**config.mk**
```make
export PLATFORM = sky130hd
export DESIGN_NAME = bridge_status_reg
export DESIGN_NICKNAME = d
export VERILOG_FILES = /design/src/rtl/bridge_status_reg.sv
export SDC_FILE = /design/constraint.sdc
export NUM_CORES = 1
export LEC_CHECK = 0
export ABC_AREA = 1
export CAP_MARGIN = 20
export CORE_MARGIN = 10
export CORE_UTILIZATION = 23
export CTS_CLUSTER_DIAMETER = 120
export DETAILED_ROUTE_END_ITERATION = 16
export PLACE_DENSITY = 0.77
export SLEW_MARGIN = 10
export SYNTH_ARGS = -nofsm -noshare
export SYNTH_HDL_FRONTEND = slang
export SYNTH_SLANG_ARGS = --single-unit
```
**constraint.sdc**
```tcl
create_clock -name clk -period 0.8 [get_ports clk]
set_input_delay 0.16 -clock clk [delete_from_list [all_inputs] [get_ports clk]]
set_output_delay 0.16 -clock clk [all_outputs]
set_load 0.005 [all_outputs]
```
**src/rtl/bridge_status_reg.sv**
```systemverilog
module bridge_status_reg #(
  parameter logic [15:0] RESET_VAL   = 16'h0010,
  parameter logic [15:0] STICKY_MASK = 16'hF900
) (
  input  logic        clk,
  input  logic        rst_n,
  input  logic        en_parity_resp,
  input  logic        en_sys_err,
  input  logic        ev_poison_rx,
  input  logic        ev_err_msg_tx,
  input  logic        ev_cpl_ur_rx,
  input  logic        ev_cpl_ca_rx,
  input  logic        ev_cpl_ca_tx,
  input  logic        ev_poison_cpl_rx,
  input  logic        ev_poison_wr_rx,
  input  logic        wr_en,
  input  logic [1:0]  wr_be,
  input  logic [15:0] wr_data,
  output logic [15:0] rd_data
);
  localparam logic [15:0] FIXED_VAL = RESET_VAL & ~STICKY_MASK;

  logic [15:0] sticky_q;
  logic [15:0] set_vec;
  logic [15:0] clr_vec;
  logic [15:0] be_mask;

  assign set_vec = {ev_poison_rx,
                    ev_err_msg_tx & en_sys_err,
                    ev_cpl_ur_rx,
                    ev_cpl_ca_rx,
                    ev_cpl_ca_tx,
                    2'b00,
                    en_parity_resp & (ev_poison_cpl_rx | ev_poison_wr_rx),
                    8'h00} & STICKY_MASK;

  assign be_mask = {{8{wr_be[1]}}, {8{wr_be[0]}}};
  assign clr_vec = {16{wr_en}} & be_mask & wr_data & STICKY_MASK;

  always_ff @(posedge clk or negedge rst_n) begin
    if (!rst_n) sticky_q <= RESET_VAL & STICKY_MASK;
    else        sticky_q <= set_vec | (sticky_q & ~clr_vec);
  end

  assign rd_data = (sticky_q & STICKY_MASK) | FIXED_VAL;

  // poisoned packet sets bit 15, regardless of the parity enable
  p_poison_sets_r2: assert property (@(posedge clk) disable iff (!rst_n)
    ev_poison_rx |=> rd_data[15]);

  // error message with the system-error enable low leaves bit 14 alone
  p_serr_gated_r3: assert property (@(posedge clk) disable iff (!rst_n)
    (ev_err_msg_tx && !en_sys_err && !(wr_en && wr_be[1] && wr_data[14]))
      |=> rd_data[14] == $past(rd_data[14]));

  // poisoned data events with the parity enable low leave bit 8 alone
  p_dpar_gated_r7: assert property (@(posedge clk) disable iff (!rst_n)
    (!en_parity_resp && !(wr_en && wr_be[1] && wr_data[8]))
      |=> rd_data[8] == $past(rd_data[8]));

  // a one-to-clear write with no set event drops bit 13
  p_clear_works_r9: assert property (@(posedge clk) disable iff (!rst_n)
    (wr_en && wr_be[1] && wr_data[13] && !ev_cpl_ur_rx) |=> !rd_data[13]);

  // a set event wins over a clear in the same cycle
  p_set_wins_r10: assert property (@(posedge clk) disable iff (!rst_n)
    (ev_cpl_ca_tx && wr_en && wr_be[1] && wr_data[11]) |=> rd_data[11]);

  // with no set and no clear, bit 12 holds its value
  p_hold_r11: assert property (@(posedge clk) disable iff (!rst_n)
    (!ev_cpl_ca_rx && !(wr_en && wr_be[1] && wr_data[12]))
      |=> $stable(rd_data[12]));
endmodule

```
; ---- Yosys cells after proc, flatten, opt, wreduce, memory -nomap -nowiden
; Cells that the tools add are included.
[op_classes]
addsub = 0
mul = 0
div_mod_pow = 0
n_lt_le_gt_ge = 0
n_eq_ne = 0
shift = 0
mux = 0
bitwise = 8
reduce_logical = 0
[ops]
columns = cell, count
row1 = 16-bit AND, 3
row2 = 16-bit NOT, 1
row3 = 16-bit bitwise OR, 1
row4 = 1-bit AND, 2
row5 = 1-bit bitwise OR, 1
[totals]
register_bits = 16
latchBits = 0
ram_bits = 0
romBits = 0
input_bits = 30
output_inout_bits = 16
word_cells = 9
memories = 0

; ---- Longest topological paths before layout
[logic_depth]
depth_word = 5
mapped_depth = 3
depth_no_buf = 3

; ---- Worst setup path before layout
; Ideal clock, no wire load.
[synth_timing]
kind = register to register
from = register sticky_q[8]
to = register sticky_q[8]
setup_time_ns = 0.121
t_arrival_ns = 0.465
required_time_ns = 0.679
path_slack_ns = 0.214
stages_incl_launch_ff = 3
path_buffers = 0
synth_period_minus_slack_ns = 0.586
cell_sequence = dfrtp_1 > nand2_1 > nand2_1
[synth_between]
elab_chain_len = 2
[synth_lines]
columns = element, line
row1 = "start, declared", 23  ; logic [15:0] sticky_q;
row2 = "start signal, assigned", 41  ; if (!rst_n) sticky_q <= RESET_VAL & STICKY_MASK;
row3 = "start signal, assigned", 42  ; else sticky_q <= set_vec | (sticky_q & ~clr_vec);
row4 = 16-bit AND, 42
row5 = 16-bit bitwise OR, 42
; Every way passes these cells.

; ---- Worst setup path after layout
[layout_timing]
from = register sticky_q[11]
to = output rd_data[11]
[layout_rtl]
columns = element, line
row1 = "end, declared", 19  ; output logic [15:0] rd_data
; No word-level cell between the ends.

==> summary.md <==
| Metric | Value |
|---|---|
| Boundary Pins | 46 |
| Top reg by flops | sticky_q |
| Startpoint Class | register |
| Mapped Area | around 330 µm² |
| Largest net degree at the start of global routing | 7 |
| Leading area contributor after synthesis | dfrtp_1 |
| Commonest cells post-synth | nand2_1, buf_4, dfrtp_1, nand3_1, inv_1 |
| Final hold vios | 0 |
| Dpl cell area | roughly 550 µm² |
| Syn_area_per_cell | roughly 7.9 µm² |
| Asr flop ratio synth | 100% |
| Sequential share of the synthesized area | a little under half |
| Residual DRC count | 0 |
| TritonCTS clock tree | yes |
| Site Rows | 13 |
| RSZ-0062 raised after global routing | true |
| First-pass GRT wire length | between 1.5 and 2 mm |
| First-pass DRT Iterations | 5 |
| Synth top area share | roughly 45% |
| Clock Tree Buf Depth | 2 |
| Area contributors post-synth | dfrtp_1, buf_4, nand2_1 |
| Initial antenna violation count | 0 |
| Total track usage | under 10% |
| H-tree Lvls | 1 |
| Max FFs per register | 6 |
| Total wire length | about 1.0 mm |
| Hold bufs inserted after CTS | 0 |
| Grt ovf | 0 |
| Biggest regs | sticky_q x6 |
| Design area | around 540 µm² |
| DRT iter0 DRCs | 3 |
| Vias | ~320 |
| LEAKAGE | approximately 0.27 nW |
| Fmax | 1100 MHz |
| CP Data Arrival Time | roughly 750 ps |
| Crit Path Category | reg2out |
| Die height | 58.0 µm |
| Slowest stage cell on the critical path | dfrtp_1 |
| Core ar. | about 1300 µm² |
| Largest fanout on the critical path | 2 |
| Sequential Area | around 150 µm² |
| GP Congestion | around 0.64 |
| Area added between synthesis and finish | 63.8% |
| Initial Utilization | between 20% and 30% |
| Inst Count DP | slightly below 80 |
| Number of synthesized flops with an enable pin | 0 |
| Non-filler instance count after layout | 83 |
| Final Skew | 0 ps |
| DIE AREA | around 3400 µm² |
| DR WL/cell | 12.5 µm |
| Synth warnings | 0 |
| Crit share post-route | 113% |
| Final setup viols | 6 |
| CP Cell Sequence | buf_2 |
| Vias per cell | around 4 |
| Yosys cell types | 7 |
| Total CTS buffers | 3 |
| Violated checks | setup timing |
| Footprint of the multi-input gates | about 120 µm² |
| Type of the worst min-delay path | in2async |
| Mapped Cells | 42 |
| Vias in the first global route | approximately 330 |
| Clk slew on worst S/H paths | 40 ps |
| Cell family with most CP delay | flip-flops |
| CTS sink cnt | 6 |
| Most used flip-flop cell after synthesis | dfrtp_1 |
| Final Critical Period | 905 ps |
| PD cells | between 1000 and 1500 nW/µm² |
| Root Buffer | clkbuf_4 |
| Crit end category | output pin |
| Die W | 58.0 µm |
| Worst EP required | about 640 ps |
| Worst ir drop on vdd | approximately 0.00045 V |
| # diodes | 0 |
| Share of layout cells above drive strength 1 | ~15% |
| Slew Limit Fails | 0 |
| Yosys reg bits | 6 |
| Port bufs | 24 |
| Hpwl dp | ~930 µm |
| Pwr Total | just under 0.0008 W |
| Routed Antenna Nets | 0 |
| Final Core Density | 40.7% |
| Most numerous cell in the Yosys netlist | nand2_1 |
| Worst-Skew Late Latency | approximately 240 ps |
| Max-cap violations | 0 |
| CP Buf/Inv Count | 1 |
| Final #Nets | 100 |
| Outcome | finished with violations |
| Setup ws final | -105 ps |
| Filler cells | roughly 150 |
| CP max stage delay | between 300 and 400 ps |
path summary, 6_finish.rpt:
path | to | slack [ps] | cells past startpoint | startpoint
max in group asynchronous | sticky_q[15]$_DFF_PN0_ | 410 | 1 | rst_n
max | rd_data[11] | -110 | 1 | sticky_q[11]$_DFF_PN0_
min reg2reg | sticky_q[15]$_DFF_PN0_ | 470 | 2 | sticky_q[15]$_DFF_PN0_
min | sticky_q[8]$_DFF_PN0_ | 170 | 1 | rst_n
min in group clk | sticky_q[8]$_DFF_PN0_ | 430 | 4 | wr_be[1]
max reg2reg | sticky_q[8]$_DFF_PN0_ | 100 | 3 | sticky_q[8]$_DFF_PN0_
area by class of cell:
| class | instances | area share (%) |
|---|---|---|
| Multi-Input combinational cell | 30 | 22.4 |
| Tap cell | 15 | 3.46 |
| Inverter | 4 | 2.76 |
| Clock buffer | 3 | 4.15 |
| Timing Repair Buffer | 25 | 39.6 |
| Sequential cell | 6 | 27.6 |
routing by layer:
layer	wire [µm]	up-vias	GRT usage (%)
met3	152	0	6.32
met4	0	0	2.01
li1	-	160	-
met2	507	25	10.1
met1	379	139	6.04
met5	0	-	0
cell usage in the layout (no fill, tap or decap):
cell | netlist | layout
buf_2 | 0 | 6
buf_4 | 10 | 1
clkbuf_4 | 0 | 3
clkdlybuf4s50_1 | 0 | 16
conb_1 | 2 | 10
dfrtp_1 | 6 | 6
dlygate4sd2_1 | 0 | 2
inv_1 | 4 | 4
nand2_1 | 13 | 13
nand3_1 | 6 | 6
o21ai_0 | 1 | 1
stage by stage:
stage / worst slack (ps) / hold WS (ps) / TNS (ps)
3_3_place_gp: -260 / 419 / -2680
6_report: -105 / 166 / -574
5_1_grt: -154 / 168 / -875
2_1_floorplan: 214 / -136 / 0
4_1_cts: -116 / 173 / -654
3_5_place_dp: -289 / 434 / -2850
cells by family after synthesis:
| family | count (synthesis) | synth area share [%] |
|---|---|---|
| other | 2 | 2.26 |
| flip-flops | 6 | 45.3 |
| AND/OR/NAND/NOR | 19 | 23.8 |
| AO/OA/AOI/OAI | 1 | 1.51 |
| buffers and inverters | 14 | 27.2 |
where the power goes:
group,internal (W),switching (W),total (W)
Clock,0.000169,0.000102,0.000271
Combinational,0.000106,0.0000670,0.000173
Sequential,0.000325,0.00000932,0.000334
Total,0.000600,0.000178,0.000779
what timing repair did:
item | in CTS | in global routing
gates resized for setup | 26 | 0
buffers inserted | 0 | 1
setup endpoints to repair | 12 | 6
pin swaps | 0 | 0
Note: power is estimated with default switching activity, not from simulation.
